--- src/rtl/uart_brk_rx_pkg.sv ---
// Shared types for the break-aware serial receiver.
// Assumes: parity codes are fixed by the top-level port encoding.
package uart_brk_rx_pkg;

    typedef enum logic [2:0] {
        ST_IDLE,
        ST_START,
        ST_DATA,
        ST_PAR,
        ST_STOP,
        ST_STOP2,
        ST_BRKW
    } rx_state_t;

    typedef enum logic [1:0] {
        PAR_NONE = 2'd0,
        PAR_EVEN = 2'd1,
        PAR_ODD  = 2'd2,
        PAR_ONE  = 2'd3
    } par_mode_t;

    // Expected parity-bit level given the XOR of the received data bits.
    function automatic logic par_expected(input par_mode_t mode, input logic data_xor);
        case (mode)
            PAR_EVEN: par_expected = data_xor;
            PAR_ODD:  par_expected = ~data_xor;
            PAR_ONE:  par_expected = 1'b1;
            default:  par_expected = 1'b0;
        endcase
    endfunction

endpackage

--- src/rtl/uart_brk_rx_sync.sv ---
// Synchronizer bringing the asynchronous serial line into the clock domain.
// Assumes: the line idles high, so every stage resets to 1.
module uart_brk_rx_sync #(
    parameter int STAGES = 2
) (
    input  logic clk,
    input  logic rst_n,
    input  logic din,
    output logic dout
);

    logic [STAGES-1:0] chain;

    generate
        if (STAGES == 1) begin : g_single
            // Single flop capture of the line.
            always_ff @(posedge clk) begin
                if (!rst_n) chain <= 1'b1;
                else        chain <= din;
            end
        end else begin : g_multi
            // Shift the line value through the flop chain.
            always_ff @(posedge clk) begin
                if (!rst_n) chain <= '1;
                else        chain <= {chain[STAGES-2:0], din};
            end
        end
    endgenerate

    assign dout = chain[STAGES-1];

endmodule

--- src/rtl/uart_brk_rx_guard.sv ---
// Idle guard used after a break: counts consecutive high oversample ticks
// and signals release once half a bit time of high level has been seen.
// Assumes: 'armed' stays high for the whole wait, and the count restarts
// whenever it drops.
module uart_brk_rx_guard #(
    parameter int OVS = 16
) (
    input  logic clk,
    input  logic rst_n,
    input  logic tick,
    input  logic armed,
    input  logic line,
    output logic released
);

    localparam int              HALF   = OVS / 2;
    localparam int              CW     = $clog2(HALF + 1);
    localparam logic [CW-1:0]   HALF_C = CW'(HALF);

    logic [CW-1:0] hi_cnt;

    // Count consecutive high ticks; a low tick restarts the count.
    always_ff @(posedge clk) begin
        if (!rst_n || !armed) begin
            hi_cnt <= '0;
        end else if (tick) begin
            if (!line)                hi_cnt <= '0;
            else if (hi_cnt != HALF_C) hi_cnt <= hi_cnt + 1'b1;
        end
    end

    assign released = armed && (hi_cnt == HALF_C);

    // release can only follow a tick on which the line was high.
    assert_release_after_high_R10: assert property (@(posedge clk) disable iff (!rst_n)
        $rose(released) |-> $past(line) && $past(tick));

endmodule

--- src/rtl/uart_brk_rx_frame.sv ---
// Character framer: confirms the start bit, samples data, parity and stop
// bits at mid-bit, and classifies each character as normal, errored or break.
// Assumes: 'rxd' is already synchronized; 'tick' runs at OVS per bit;
// configuration does not change while a character is being received.
module uart_brk_rx_frame
    import uart_brk_rx_pkg::*;
#(
    parameter int DATA_MAX = 8,
    parameter int OVS      = 16
) (
    input  logic                clk,
    input  logic                rst_n,
    input  logic                tick,
    input  logic                rxd,
    input  logic [1:0]          cfg_data_bits,
    input  logic [1:0]          cfg_parity,
    input  logic                cfg_two_stop,
    input  logic                guard_released,
    output logic                guard_armed,
    output logic                rx_valid,
    output logic [DATA_MAX-1:0] rx_data,
    output logic                rx_perr,
    output logic                rx_ferr,
    output logic                rx_brk
);

    localparam int             CW        = $clog2(OVS);
    localparam int             BW        = $clog2(DATA_MAX);
    localparam logic [CW-1:0]  START_MID = CW'(OVS / 2 - 1);
    localparam logic [CW-1:0]  BIT_END   = CW'(OVS - 1);
    localparam logic [BW-1:0]  LAST_BASE = BW'(DATA_MAX - 4);

    rx_state_t             state;
    logic [CW-1:0]         os_cnt;
    logic [BW-1:0]         bit_idx;
    logic [DATA_MAX-1:0]   shreg;
    logic                  all_low;
    logic                  data_xor;
    logic                  perr_r;
    logic                  ferr_r;

    logic [BW-1:0]         last_idx;
    logic                  mid_bit;
    logic                  deliver;
    logic                  brk_now;
    logic                  fe_now;
    par_mode_t             pmode;

    // Decode configuration and the current sampling point.
    always_comb begin
        pmode    = par_mode_t'(cfg_parity);
        last_idx = LAST_BASE + BW'(cfg_data_bits);
        mid_bit  = tick && (os_cnt == BIT_END);
        deliver  = mid_bit && ((state == ST_STOP && !cfg_two_stop) || state == ST_STOP2);
        brk_now  = all_low && !rxd;
        fe_now   = (state == ST_STOP) ? !rxd : ferr_r;
    end

    assign guard_armed = (state == ST_BRKW);

    // Receive state machine and character assembly.
    always_ff @(posedge clk) begin
        if (!rst_n) begin
            state    <= ST_IDLE;
            os_cnt   <= '0;
            bit_idx  <= '0;
            shreg    <= '0;
            all_low  <= 1'b0;
            data_xor <= 1'b0;
            perr_r   <= 1'b0;
            ferr_r   <= 1'b0;
            rx_valid <= 1'b0;
            rx_data  <= '0;
            rx_perr  <= 1'b0;
            rx_ferr  <= 1'b0;
            rx_brk   <= 1'b0;
        end else begin
            rx_valid <= 1'b0;
            case (state)
                ST_IDLE: begin
                    if (tick && !rxd) begin
                        state    <= ST_START;
                        os_cnt   <= '0;
                        bit_idx  <= '0;
                        shreg    <= '0;
                        all_low  <= 1'b1;
                        data_xor <= 1'b0;
                        perr_r   <= 1'b0;
                        ferr_r   <= 1'b0;
                    end
                end
                ST_START: begin
                    if (tick) begin
                        if (os_cnt == START_MID) begin
                            os_cnt <= '0;
                            state  <= rxd ? ST_IDLE : ST_DATA;
                        end else begin
                            os_cnt <= os_cnt + 1'b1;
                        end
                    end
                end
                ST_BRKW: begin
                    if (guard_released) state <= ST_IDLE;
                end
                default: begin
                    if (tick) os_cnt <= mid_bit ? '0 : os_cnt + 1'b1;
                    if (mid_bit) begin
                        all_low <= all_low && !rxd;
                        case (state)
                            ST_DATA: begin
                                shreg[bit_idx] <= rxd;
                                data_xor       <= data_xor ^ rxd;
                                if (bit_idx == last_idx)
                                    state <= (pmode == PAR_NONE) ? ST_STOP : ST_PAR;
                                else
                                    bit_idx <= bit_idx + 1'b1;
                            end
                            ST_PAR: begin
                                perr_r <= (rxd != par_expected(pmode, data_xor));
                                state  <= ST_STOP;
                            end
                            ST_STOP: begin
                                ferr_r <= !rxd;
                                if (cfg_two_stop) state <= ST_STOP2;
                            end
                            default: ;
                        endcase
                    end
                end
            endcase

            // Hand the finished character out and pick the follow-on state.
            if (deliver) begin
                rx_valid <= 1'b1;
                rx_brk   <= brk_now;
                rx_data  <= brk_now ? '0 : shreg;
                rx_perr  <= !brk_now && perr_r;
                rx_ferr  <= !brk_now && fe_now;
                state    <= brk_now ? ST_BRKW : ST_IDLE;
            end
        end
    end

    // the character strobe is a single-cycle pulse.
    assert_strobe_single_R3: assert property (@(posedge clk) disable iff (!rst_n)
        rx_valid |=> !rx_valid);

    // outputs hold between strobes.
    assert_data_hold_R3: assert property (@(posedge clk) disable iff (!rst_n)
        !rx_valid |-> $stable(rx_data) && $stable(rx_brk));

    // a break character carries zero data and no error flags.
    assert_break_clean_R8: assert property (@(posedge clk) disable iff (!rst_n)
        rx_valid && rx_brk |-> rx_data == '0 && !rx_perr && !rx_ferr);

    // no parity error when parity is disabled.
    assert_no_perr_off_R5: assert property (@(posedge clk) disable iff (!rst_n)
        rx_valid && cfg_parity == 2'd0 |-> !rx_perr);

    // data phase is entered only if the line was low at the start mid-point.
    assert_start_confirm_R4: assert property (@(posedge clk) disable iff (!rst_n)
        state == ST_DATA && $past(state) == ST_START |-> !$past(rxd));

    // leaving the post-break wait requires the idle guard's release.
    assert_break_exit_R10: assert property (@(posedge clk) disable iff (!rst_n)
        state == ST_IDLE && $past(state) == ST_BRKW |-> $past(guard_released));

    // bits above the configured character length are zero.
    assert_upper_zero_R2: assert property (@(posedge clk) disable iff (!rst_n)
        rx_valid |-> (rx_data & ~({DATA_MAX{1'b1}} >> (2'd3 - cfg_data_bits))) == '0);

endmodule

--- src/rtl/uart_brk_rx.sv ---
// Top of the break-aware serial receiver: line synchronizer, character
// framer and post-break idle guard.
// Assumes: os_tick pulses OVS times per bit period; configuration is static.
module uart_brk_rx #(
    parameter int DATA_MAX    = 8,
    parameter int OVS         = 16,
    parameter int SYNC_STAGES = 2
) (
    input  logic                clk,
    input  logic                rst_n,
    input  logic                os_tick,
    input  logic                rxd,
    input  logic [1:0]          cfg_data_bits,
    input  logic [1:0]          cfg_parity,
    input  logic                cfg_two_stop,
    output logic                rx_valid,
    output logic [DATA_MAX-1:0] rx_data,
    output logic                rx_perr,
    output logic                rx_ferr,
    output logic                rx_brk
);

    logic line_s;
    logic guard_armed;
    logic guard_released;

    uart_brk_rx_sync #(.STAGES(SYNC_STAGES)) u_sync (
        .clk  (clk),
        .rst_n(rst_n),
        .din  (rxd),
        .dout (line_s)
    );

    uart_brk_rx_frame #(.DATA_MAX(DATA_MAX), .OVS(OVS)) u_frame (
        .clk           (clk),
        .rst_n         (rst_n),
        .tick          (os_tick),
        .rxd           (line_s),
        .cfg_data_bits (cfg_data_bits),
        .cfg_parity    (cfg_parity),
        .cfg_two_stop  (cfg_two_stop),
        .guard_released(guard_released),
        .guard_armed   (guard_armed),
        .rx_valid      (rx_valid),
        .rx_data       (rx_data),
        .rx_perr       (rx_perr),
        .rx_ferr       (rx_ferr),
        .rx_brk        (rx_brk)
    );

    uart_brk_rx_guard #(.OVS(OVS)) u_guard (
        .clk     (clk),
        .rst_n   (rst_n),
        .tick    (os_tick),
        .armed   (guard_armed),
        .line    (line_s),
        .released(guard_released)
    );

endmodule

--- config.mk ---
export PLATFORM = sky130hd
export DESIGN_NAME = uart_brk_rx
export DESIGN_NICKNAME = d
export VERILOG_FILES = /design/src/rtl/uart_brk_rx_pkg.sv /design/src/rtl/uart_brk_rx_sync.sv /design/src/rtl/uart_brk_rx_guard.sv /design/src/rtl/uart_brk_rx_frame.sv /design/src/rtl/uart_brk_rx.sv
export SDC_FILE = /design/constraint.sdc
export NUM_CORES = 1
export LEC_CHECK = 0
export BUFFER_PORTS_ARGS = -buffer_cell sky130_fd_sc_hd__buf_2
export CAP_MARGIN = 15
export CORE_ASPECT_RATIO = 1.4
export CORE_MARGIN = 5
export CORE_UTILIZATION = 58
export CTS_CLUSTER_SIZE = 40
export DETAILED_ROUTE_END_ITERATION = 7
export PLACE_DENSITY_LB_ADDON = 0.12
export SLEW_MARGIN = 20
export SYNTH_ARGS = -nofsm -noshare
export SYNTH_HDL_FRONTEND = slang
export SYNTH_HIERARCHICAL = 1
export SYNTH_SLANG_ARGS = --single-unit
export TNS_END_PERCENT = 30
--- constraint.sdc ---
create_clock -name clk -period 2.52 [get_ports clk]
set_input_delay 0.378 -clock clk [delete_from_list [all_inputs] [get_ports clk]]
set_output_delay 0.378 -clock clk [all_outputs]
set_load 0.01 [all_outputs]
## Yosys cells after proc, flatten, opt, wreduce, memory -nomap -nowiden

Index checks and enable logic that the tools add are counted.

| cells by class | value |
|---|---|
| add/subtract/negate cells | 4 |
| $mul | 0 |
| divide/modulo/power cells | 0 |
| $lt $le $gt $ge | 2 |
| eq/ne operators | 25 |
| shifts and indexed selects | 0 |
| multiplexer cells | 53 |
| bitwise logic cells | 4 |
| reduce and logical (&&, ||, !) cells | 33 |

Operators with widths:

| operator | number |
|---|---|
| $mux W3 | 14 |
| $mux W8 | 4 |
| $mux W4 | 7 |
| $pmux W3 S3 | 2 |
| $pmux W8 S2 | 1 |
| $mux W1 | 15 |
| $pmux W4 S3 | 1 |
| $reduce_and A4 Y1 | 3 |
| $eq A3 B3 Y1 const B | 3 |
| $logic_and A1 B1 Y1 | 9 |
| $add A4 B1 Y4 const B | 2 |
| $bwmux W8 | 1 |
| $eq A4 B4 Y1 const B | 2 |
| $pmux W1 S2 | 4 |
| $reduce_and A8 Y1 | 1 |
| $reduce_bool A2 Y1 | 4 |
| $reduce_bool A7 Y1 | 1 |
| $eq A3 B2 Y1 const B | 2 |
| $ne A3 B1 Y1 const B | 2 |
| $ne A6 B1 Y1 const B | 1 |
| $ne A6 B4 Y1 const B | 1 |
| $pmux W3 S2 | 1 |
| $logic_not A1 Y1 | 5 |
| $reduce_and A5 Y1 | 1 |
| other kinds (28) | 34 |

| storage, ports and cells | value |
|---|---|
| flip-flop bits (word level) | 40 |
| latch bits | 0 |
| memory bits (writable) | 0 |
| bits in read-only memories | 0 |
| input bits | 9 |
| output and inout port bits | 12 |
| word-level logic and storage cells | 136 |
| memories | 0 |

## Depth between registers and ports, before layout

Gate-level depths: netlist (run 1).

| logic depth | value |
|---|---|
| depth in word-level cells | 10 |
| mapped depth | 9 |
| mapped depth without buffers | 9 |

## Cells and area by module

The synthesis (run 1) kept the hierarchy.

Modules (own cells, without submodules):

| module | instances | cells an instance | area an instance (um^2) | seq. area each (um^2) |
|---|---|---|---|---|
| uart_brk_rx_frame | 1 | 194 | 1,730.4 | 680.7 |
| uart_brk_rx_guard | 1 | 30 | 239.0 | 80.1 |
| uart_brk_rx_sync | 1 | 4 | 52.6 | 40.0 |

## Worst setup path after synthesis (run 1)

No wires, ideal clock.

| path | value |
|---|---|
| path kind | reg-to-reg |
| from | reg u_frame.state[2] |
| to | reg u_frame.state[0] |
| library setup time | 0.072 ns |
| data arrival time | 1.945 ns |
| data required time | 2.448 ns |
| slack | 0.503 ns |
| stages on the path, launching flop included | 10 |
| buffers on the path | 1 |
| clock period less this slack | 2.017 ns |
| path through | dfxtp_1 -> clkbuf_1 -> and3b_1 -> inv_1 -> nor2_1 -> nand2_1 -> o221ai_1 -> o311ai_0 -> a21oi_1 -> mux2i_1 |

| on the way | value |
|---|---|
| elaborated cells between the ends (all ways) | 24 |
| those cells by class | eq/ne (12); mux (4); reduce/logical (8) |

RTL lines:

| element | line | RTL |
|---|---|---|
| from (decl) | uart_brk_rx_frame.sv:33 | `rx_state_t state;` |
| from (signal assigned) | uart_brk_rx_frame.sv:96 | `state <= rxd ? ST_IDLE : ST_DATA;` |
| from (signal assigned) | uart_brk_rx_frame.sv:114 | `state <= (pmode == PAR_NONE) ? ST_STOP : ST_PAR;` |
| from (signal assigned) | uart_brk_rx_frame.sv:139 | `state <= brk_now ? ST_BRKW : ST_IDLE;` |
| $eq A3 B3 Y1 | uart_brk_rx_frame.sv:59 | `assign guard_armed = (state == ST_BRKW);` |
| named net guard_armed | uart_brk_rx.sv:24 | `logic guard_armed;` |
| $logic_and A1 B1 Y1 | uart_brk_rx_guard.sv:32 | `assign released = armed && (hi_cnt == HALF_C);` |
| named net guard_released | uart_brk_rx.sv:25 | `logic guard_released;` |
| $ne A3 B3 Y1 (no line) | - |  |
| $reduce_and A8 Y1 (no line) | - |  |

The timed path passes the listed nets, and every way through them passes these cells. The select of a mux whose other input is x is not followed.
A chain may end at the register's enable or synchronous reset.

## Final worst setup path (run 1)

| path | value |
|---|---|
| from | reg u_frame.os_cnt[0] |
| to | reg u_frame.rx_data[7] |

| on the way | value |
|---|---|
| word-level cells in the longest chain between the ends | 3 |

RTL lines:

| element | line | RTL |
|---|---|---|
| from (decl) | uart_brk_rx_frame.sv:34 | `logic [CW-1:0] os_cnt;` |
| from (signal assigned) | uart_brk_rx_frame.sv:98 | `os_cnt <= os_cnt + 1'b1;` |
| from (signal assigned) | uart_brk_rx_frame.sv:106 | `if (tick) os_cnt <= mid_bit ? '0 : os_cnt + 1'b1;` |
| $eq A4 B4 Y1 | uart_brk_rx_frame.sv:53 | `mid_bit = tick && (os_cnt == BIT_END);` |
| $logic_and A1 B1 Y1 | uart_brk_rx_frame.sv:53 |  |
| $logic_and A1 B1 Y1 | uart_brk_rx_frame.sv:54 | `deliver = mid_bit && ((state == ST_STOP && !cfg_two_stop) \|\| state == ST_STOP2);` |
| to (signal assigned) | uart_brk_rx_frame.sv:136 | `rx_data <= brk_now ? '0 : shreg;` |
| to (decl) | uart_brk_rx_frame.sv:21 | `output logic [DATA_MAX-1:0] rx_data,` |

Every way passes these cells.

==> results of run 1 <==
power by group through the flow:
stage / Combinational [mW] / Sequential (mW) / Clock, mW
5_1_grt: 0.0810 / 0.643 / 0.549
3_3_place_gp: 0.0713 / 0.657 / 0
6_report: 0.0721 / 0.643 / 0.513
4_1_cts: 0.0721 / 0.642 / 0.525
2_1_floorplan: 0.0529 / 0.652 / 0
3_5_place_dp: 0.0718 / 0.657 / 0
cells by family after synthesis:
kind of cell,Yosys count
AO/OA/AOI/OAI,68
XOR/XNOR,5
adder cells (fa/ha/maj),4
buffers and inverters,17
flip-flops,40
multiplexers,6
AND/OR/NAND/NOR,88
worst max path at each step:
stage | cells past startpoint | slack (ns) | start | endpoint
floorplan | 9 | 0.50 | u_frame/state[2] | u_frame/state[0]
global placement | 5 | 0.54 | u_frame/os_cnt[0] | u_frame/rx_data[0]
detailed placement | 5 | 0.46 | u_frame/os_cnt[0] | u_frame/rx_data[2]
CTS | 5 | 0.43 | u_frame/os_cnt[0] | u_frame/rx_perr
global route | 5 | 0.19 | u_frame/os_cnt[0] | u_frame/rx_data[1]
finish | 5 | 0.46 | u_frame/os_cnt[0] | u_frame/rx_data[7]
through the flow:
stage / std cells / power (mW) / setup WS (ns) / utilization / area [um^2]
6_report: 288 / 1.23 / 0.456 / 0.670 / 2260
5_1_grt: 288 / 1.27 / 0.193 / 0.670 / 2260
2_1_floorplan: 228 / 0.705 / 0.503 / - / 2020
3_3_place_gp: 280 / 0.728 / 0.538 / 0.637 / 2150
4_1_cts: 288 / 1.24 / 0.426 / 0.670 / 2260
3_5_place_dp: 280 / 0.729 / 0.459 / 0.637 / 2150
critical path: stages (launching register included):
cell and delay (ns):
dfxtp_1 0.37, ha_1 0.27, nand4_4 0.19, nor4b_1 0.51, and3_1 0.47, a22o_1 0.20
cells in the mapped netlist, types with 2 or more instances:
cell / number / area [um^2]
dfxtp_1: 40 / 801
nand2_1: 20 / 75.1
nor2_1: 13 / 48.8
o21ai_0: 13 / 65.1
a21oi_1: 11 / 55.1
a22o_1: 10 / 87.6
clkbuf_1: 9 / 33.8
nand3_1: 9 / 45.0
and2_1: 8 / 50.1
a22oi_1: 6 / 45.0
mux2i_1: 6 / 60.1
nor2b_1: 6 / 37.5
a21boi_0: 5 / 37.5
a31oi_1: 4 / 25.0
ha_1: 4 / 50.1
inv_1: 4 / 15.0
nand2b_1: 4 / 25.0
nor3_1: 4 / 20.0
a32oi_1: 3 / 26.3
and3_1: 3 / 18.8
nor3b_1: 3 / 22.5
xnor2_1: 3 / 26.3
and3b_1: 2 / 17.5
buf_2: 2 / 10.0
nand3b_1: 2 / 15.0
nand4b_1: 2 / 17.5
o21a_1: 2 / 15.0
or3_1: 2 / 12.5
or3b_2: 2 / 17.5
or4b_1: 2 / 20.0
xor2_1: 2 / 17.5
layout make-up:
cell class	count	area, um^2	share of cell area
clock buffer	5	68.8	0.0304
clock inverter	3	42.5	0.0188
inverter	4	15.0	0.00664
multi-input combinational	171	1150	0.507
sequential	40	801	0.354
tap	40	50.0	0.0221
timing repair buffer	25	138	0.0608
flip-flops by register name (all words and copies together), names as in the netlist:
name	flops
u_frame/rx_data	8
u_frame/shreg	8
u_frame/os_cnt	4
u_guard/hi_cnt	4
u_frame/bit_idx	3
u_frame/state	3
u_sync/chain	2
u_frame/all_low	1
u_frame/data_xor	1
u_frame/ferr_r	1
u_frame/perr_r	1
u_frame/rx_brk	1
u_frame/rx_ferr	1
u_frame/rx_perr	1
u_frame/rx_valid	1
per-layer routing:
metal | share of wire | GRT usage | up-vias
met5 | 0 | 0 | -
met3 | 0.037 | 0.0307 | 9
li1 | - | - | 882
met4 | 0.019 | 0.0754 | 0
met1 | 0.44 | 0.229 | 794
met2 | 0.51 | 0.340 | 33
==> flow_summary.toml, run 1 <==
[sta]
worstMarginPinSlew_ns = 0.552
drv_slew = 0
max_freq_mhz = 485
fin_skew_ns = 0.00327
fin_crit_sh = 0.819
relSlewSlack = 0.627
rsz0062_at_grt = "false"
setup_tns_ns = 0
setup_viol_count_final = 0
timing.hold.ws_ns = 0.263
min_period_ns = 2.06
finalHoldViolCount = 0

[global_routing]
grt_max_degree = 32
grt_overflow = 0
grt_use_total = 0.194
antenna_found_initial = 0
grt_pass1_wl_mm = 7.31
grt_pass1_vias = 1685

[critical_path]
critical_path_class = "reg2reg"
rrSetupSlack_ns = 0.46
r2r-start = "u_frame/os_cnt[0]"
critPathCaptureType = "flip-flop"
critical_path_required_ns = 2.76
worst_ep_arrival_time_ns = 2.30
worst_r2r_path_depth = 5
start_kind = "flip-flop"
cp_max_fo = 10
r2r-end = "u_frame/rx_data[7]"

[clock_network]
clockBufferDepth = 2
clk_latency_ns = 0.29
clkSinkCount = 40
cts-root-buf = "clkbuf_8"
cts_buffers = 5
htree_levels = 2
ctsResizeCount = 0
cts_setup_buffers = 0
cts_tree = "done"
postCtsHoldBufs = 0
clkTransAtPathRegs_ns = 0.08

[worst_hold_path]
hold_start = "rxd"
hold_path_end = "u_sync/chain[0]"
hold_path_depth = 2
hp-class = "in2reg"

[routing]
dr.first_iter.drc_count = 66
wl_per_cell_um = 14.6
vias = 1718
avgViaCountPerCell = 5.97
dr.pass1.iters = 4
wl_mm = 4.19
drc = 0
ant_nets = 0

[die]
row_count = 25
die_w_um = 59.9
coreArea_um2 = 3380
dieArea_um2 = 4780
start_util = 0.599
io_pins = 21
dieHeight_um = 79.9

[yosys]
ys_dominant_reg_cell = "dfxtp_1"
syn_nets = 241
yosys-mux-area-fraction = 0.0297
synth_xor_area_frac = 0.0217
yosysWarnings = 6
syn-cell-area_um2 = 2020
async_flop_share = 0
synth_top_family_by_area = "simple AND/OR/NAND/NOR gates"
yosysSeqAreaShare = 0.396
synth-adder-area-share = 0.0248
synth-edff-count = 0
synth_seq_cells = 40
synth_cells = 228
syn_area_per_cell_um2 = 8.87
yosysUniqueCellTypes = 53
synth_compound_area_frac = 0.237
yosys.area_share.simple = 0.254

[power]
pwr-share-seq = 0.523
p_leak_nw = 0.883
switchingPower_mw = 0.271
combPwrFrac = 0.059
power_density_nw_per_um2 = 543
sw_frac_of_total = 0.221
pwr-share-clk = 0.418
internal_power_mw = 0.957
ir_drop_uv = 414

[cells_and_area]
diodes = 0
layout_common_cells = "40 x dfxtp_1, 20 x buf_2, 20 x nand2_1"
synthToLayoutAreaGrowth_pct = 11.9
layout_commonest_cell = "dfxtp_1"
nFillCells = 309
layout-drive-gt1-share = 0.161
nets = 260

[placed_design]
gp_congestion = 0.881
place_hpwl_mm = 3.06
portBuffers = 20

[flow_run]
cap_violations = 0

[status]
status = "completed"
(Power assumes the default switching activity.)
==> run 2: changes to the inputs <==
--- a/config.mk
+++ b/config.mk
@@ -9,7 +9,7 @@
 export CAP_MARGIN = 15
 export CORE_ASPECT_RATIO = 1.4
 export CORE_MARGIN = 5
-export CORE_UTILIZATION = 58
+export CORE_UTILIZATION = 52
 export CTS_CLUSTER_SIZE = 40
 export DETAILED_ROUTE_END_ITERATION = 7
 export PLACE_DENSITY_LB_ADDON = 0.12
==> constraint.sdc (replaced) <==
create_clock -name clk -period 1.7 [get_ports clk]
set_input_delay 0.255 -clock clk [delete_from_list [all_inputs] [get_ports clk]]
set_output_delay 0.255 -clock clk [all_outputs]
set_load 0.01 [all_outputs]
==> flow_summary.toml, run 2 (synthesis gave the netlist of run 1 again) <==
[power]
p_leak_nw = 0.999
pwr-share-seq = 0.509
switchingPower_mw = 0.418
power_density_nw_per_um2 = 725
internal_power_mw = 1.44
ir_drop_uv = 740
sw_frac_of_total = 0.226
pwr-share-clk = 0.413
combPwrFrac = 0.078

[sta]
finalHoldViolCount = 0
relSlewSlack = 0.694
max_freq_mhz = 576
fin_ws_ns = -0.0372
setup_viol_count_final = 2
drv_slew = 0
fin_skew_ns = 0.00776
rsz0062_at_grt = "true"
min_period_ns = 1.74
worstMarginPinSlew_ns = 0.457
timing.hold.ws_ns = 0.148
fin_crit_sh = 1.02

[status]
violations = "setup timing"
status = "finished, violations left"

[cells_and_area]
layout-drive-gt1-share = 0.292
layout_commonest_cell = "dfxtp_1"
layout_common_cells = "35 x dfxtp_1, 27 x buf_4, 20 x buf_2, 20 x nand2_1"
reg.largest.list = "u_frame/rx_data x8, u_frame/shreg x8"
nets = 283
synthToLayoutAreaGrowth_pct = 26.4
final_cell_area_um2 = 2550
final_util = 0.689
diodes = 0

[critical_path]
critical_path_class = "reg2reg"
worst_ep_arrival_time_ns = 1.93
crit_chain = "ha_4 > nand4_4 > or4b_4 > and2_4 > a22o_1"
critical_path_required_ns = 1.89
cp_slowest_stage_delay_ns = 0.53
cp_max_fo = 10
start_kind = "flip-flop"
critPathCaptureType = "flip-flop"
crit_slowest_cell = "or4b_4"

[die]
row_count = 26
dieArea_um2 = 5250
io_pins = 21
dieHeight_um = 83.8
start_util = 0.545
coreArea_um2 = 3710
die_w_um = 62.7

[routing]
dr.pass1.iters = 4
vias = 1832
ant_nets = 0
wl_per_cell_um = 14.8
dr.first_iter.drc_count = 152
drc = 0
avgViaCountPerCell = 5.85
wl_mm = 4.63

[worst_hold_path]
hp-class = "in2reg"

[placed_design]
gp_congestion = 0.841
portBuffers = 20
place_hpwl_mm = 3.37
dp_slack_ns = -0.0129
placed_cell_area_um2 = 2330

[global_routing]
grt_pass1_wl_mm = 8.00
grt_overflow = 0
grt_use_total = 0.184
antenna_found_initial = 0
grt_max_degree = 17
grt_pass1_vias = 1737

[clock_network]
clkSinkCount = 40
cts_buffers = 5
htree_levels = 2
cts_tree = "done"
postCtsHoldBufs = 0
clockBufferDepth = 2
cts-root-buf = "clkbuf_8"
clk_latency_ns = 0.29
clkTransAtPathRegs_ns = 0.08

[flow_run]
cap_violations = 0
## run 2: final timing paths
| kind | slack (ns) | endpoint | depth (start not counted) | from |
|---|---|---|---|---|
| worst min-delay path | 0.15 | u_sync/chain[0] | 2 | rxd |
| worst min register to register | 0.41 | u_sync/chain[1] | 1 | u_sync/chain[0] |
| worst max register to register | -0.04 | u_frame/rx_ferr | 5 | u_frame/os_cnt[0] |
| worst max-delay path | -0.04 | u_frame/rx_ferr | 5 | u_frame/os_cnt[0] |
## run 2: layout make-up
type                       instances  area (um^2)
clock buffer                       5         68.8
sequential                        40          817
inverter                           4         15.0
multi-input combinational        171         1240
fill                             291         1150
clock inverter                     3         42.5
tap                               42         52.6
timing repair buffer              48          314
## run 2: through the flow
step / power [mW] / TNS, ns / std cells
floorplan: 1.05 / -0.224 / 228
global placement: 1.10 / -0.0168 / 303
detailed placement: 1.10 / -0.0266 / 303
CTS: 1.87 / -0.0543 / 311
global route: 1.95 / -0.907 / 313
finish: 1.85 / -0.0493 / 313
## run 2: worst max-delay path: cells and delay by family, from the launching register on
kind            cells  cell delay, ns
simple gates        3            0.87
fa+ha+maj           1            0.16
flops               1            0.37
compound gates      1            0.23
## run 2: layer usage
metal | vias up | GRT usage | wire length (um)
li1 | 927 | - | -
met1 | 854 | 0.211 | 1960
met2 | 42 | 0.318 | 2380
met3 | 9 | 0.0445 | 198
met4 | 0 | 0.0830 | 80
met5 | - | 0 | 0
## run 2: what timing repair did
action / CTS / global route
buffers inserted: 0 / 2
endpoints found under the setup margin: 6 / 27
resized for setup: 1 / 22
endpoints found under the hold margin: 0 / 0
pin swaps: 0 / 4
## run 2: power by group through the flow
stage / combinational (mW) / sequential (mW) / clock (mW)
6_report: 0.144 / 0.943 / 0.766
5_1_grt: 0.160 / 0.944 / 0.845
4_1_cts: 0.129 / 0.951 / 0.792
3_5_place_dp: 0.127 / 0.972 / 0
3_3_place_gp: 0.127 / 0.972 / 0
2_1_floorplan: 0.0793 / 0.967 / 0
==> run 3: changes to the inputs <==
--- a/config.mk
+++ b/config.mk
@@ -9,13 +9,12 @@
 export CAP_MARGIN = 15
 export CORE_ASPECT_RATIO = 1.4
 export CORE_MARGIN = 5
-export CORE_UTILIZATION = 52
+export CORE_UTILIZATION = 53
 export CTS_CLUSTER_SIZE = 40
 export DETAILED_ROUTE_END_ITERATION = 7
 export PLACE_DENSITY_LB_ADDON = 0.12
 export SLEW_MARGIN = 20
 export SYNTH_ARGS = -nofsm -noshare
 export SYNTH_HDL_FRONTEND = slang
-export SYNTH_HIERARCHICAL = 1
 export SYNTH_SLANG_ARGS = --single-unit
 export TNS_END_PERCENT = 30
==> flow_summary.toml, run 3 <==
[sta]
relSlewSlack = 0.796
fin_ws_ns = 0.0601
min_period_ns = 1.64
fin_skew_ns = 0.00327
fin_crit_sh = 0.965
rsz0062_at_grt = "true"
setup_tns_ns = 0
worstMarginPinSlew_ns = 0.304
drv_slew = 0
finalHoldViolCount = 0
max_freq_mhz = 610
setup_viol_count_final = 0
timing.hold.ws_ns = 0.135

[power]
p_leak_nw = 1.08
power_density_nw_per_um2 = 854
power.total_mw = 2.32
ir_drop_uv = 664

[critical_path]
critical_path_class = "reg2reg"
worst_ep_arrival_time_ns = 1.87
start_kind = "flip-flop"
critPathCaptureType = "flip-flop"
cp_max_fo = 6
critical_path_required_ns = 1.93

[die]
coreArea_um2 = 4170
dieHeight_um = 87.2
dieArea_um2 = 5690
start_util = 0.542
row_count = 28
die_w_um = 65.2
io_pins = 21

[clock_network]
cts_setup_buffers = 0
clkTransAtPathRegs_ns = 0.07
cts_buffers = 5
postCtsHoldBufs = 0
htree_levels = 2
clockBufferDepth = 2
cts-root-buf = "clkbuf_8"
clkSinkCount = 40
clk_latency_ns = 0.30
cts_tree = "done"

[cells_and_area]
layout_common_cells = "39 x buf_4, 37 x dfxtp_1, 30 x nand2_1"
layout-drive-gt1-share = 0.266
layout_commonest_cell = "buf_4"
final_util = 0.651
reg.largest.list = "u_frame.rx_data x8, u_frame.shreg x8"
diodes = 0
synthToLayoutAreaGrowth_pct = 20.1
final_cells = 365
final_cell_area_um2 = 2710
nets = 332

[global_routing]
grt_overflow = 0
grt_pass1_wl_mm = 8.97
grt_pass1_vias = 2052
grt_use_total = 0.200
grt_max_degree = 27
antenna_found_initial = 0

[yosys]
syn_area_per_cell_um2 = 8.21
yosysTopAreaCell = "dfxtp_1"
synth_top_cells_by_count = "40 x dfxtp_1, 30 x nand2_1, 17 x a21oi_1, 17 x o21ai_0, 16 x nand3_1"
synth_seq_cells = 40
synth-edff-count = 0
ys_dominant_reg_cell = "dfxtp_1"
yosysWarnings = 0
yosysMostFrequentCell = "dfxtp_1"
yosysSeqAreaShare = 0.355
synth_cells = 275
yosysUniqueCellTypes = 55
yosys-top-cells-area = "dfxtp_1 35%, a21boi_0 5.0%, nand2_1 5.0%"
yosys.area.top_type_share = 0.355
async_flop_share = 0
syn_nets = 288
syn-cell-area_um2 = 2260

[placed_design]
dp_slack_ns = 0.0349
dp_cells = 357
place_hpwl_mm = 3.94
portBuffers = 20
gp_congestion = 0.880
placed_cell_area_um2 = 2580

[routing]
vias = 2061
avgViaCountPerCell = 5.65
wl_mm = 5.20
wl_per_cell_um = 14.2
dr.pass1.iters = 4
ant_nets = 0
drc = 0
dr.first_iter.drc_count = 128

[status]
status = "completed"

[flow_run]
cap_violations = 0

[worst_hold_path]
hp-class = "in2reg"
-- run 3: cell count changes after synthesis, sizes merged, moves of 4 or more --
cell and change:
a22o -10, nand2 +10, a21boi +15, buf +5, a21oi +6, o21ai +4
nand4 +5, nand3 +7, and2 -6, a22oi -4
-- run 3: path summary, 6_finish.rpt --
kind	from	endpoint	slack, ns	depth (start not counted)
max	u_frame.os_cnt[1]	u_frame.shreg[7]	0.06	6
min reg2reg	u_sync.chain[0]	u_sync.chain[1]	0.41	1
max reg2reg	u_frame.os_cnt[1]	u_frame.shreg[7]	0.06	6
min	rxd	u_sync.chain[0]	0.14	2
-- run 3: final cells by class --
cell class | instances | area (um^2)
sequential | 40 | 805
clock inverter | 2 | 35.0
clock buffer | 6 | 72.6
fill | 362 | 1460
tap | 45 | 56.3
multi-input combinational | 206 | 1330
timing repair buffer | 59 | 393
inverter | 7 | 26.3
-- run 3: timing repair --
item | in CTS | in global routing
resized for setup | 0 | 10
hold endpoints to repair | 0 | 0
endpoints found under the setup margin | 0 | 19
-- run 3: report_power, final --
group	total (mW)	internal, mW	switching (mW)
clock network	0.774	0.436	0.338
registers	0.968	0.954	0.0144
logic	0.575	0.260	0.315
total	2.32	1.65	0.668
-- run 3: logic make-up (layout without fill, tap and decap cells) --
logic type / count (synthesis) / count (layout) / share of synthesized area
AO/OA/AOI/OAI: 81 / 81 / 0.239
multiplexers: 7 / 7 / 0.0310
XOR/XNOR: 4 / 4 / 0.0155
AND/OR/NAND/NOR: 110 / 110 / 0.263
flip-flops: 40 / 40 / 0.355
buffers and inverters: 29 / 74 / 0.0753
adder cells (fa/ha/maj): 4 / 4 / 0.0222
-- run 3: worst max-delay path: stages (launching register included) --
cell and delay [ns]:
dfxtp_2 0.36, ha_4 0.13, and4_4 0.23, and2_4 0.18
o21ai_4 0.06, or4_4 0.47, a21boi_1 0.14
-- run 3: metal layers --
layer,track usage,part of all wire,up-vias
met4,0.125,0.027,0
met2,0.359,0.52,31
met5,0,0,-
met1,0.213,0.42,951
li1,-,-,1067
met3,0.0323,0.025,12
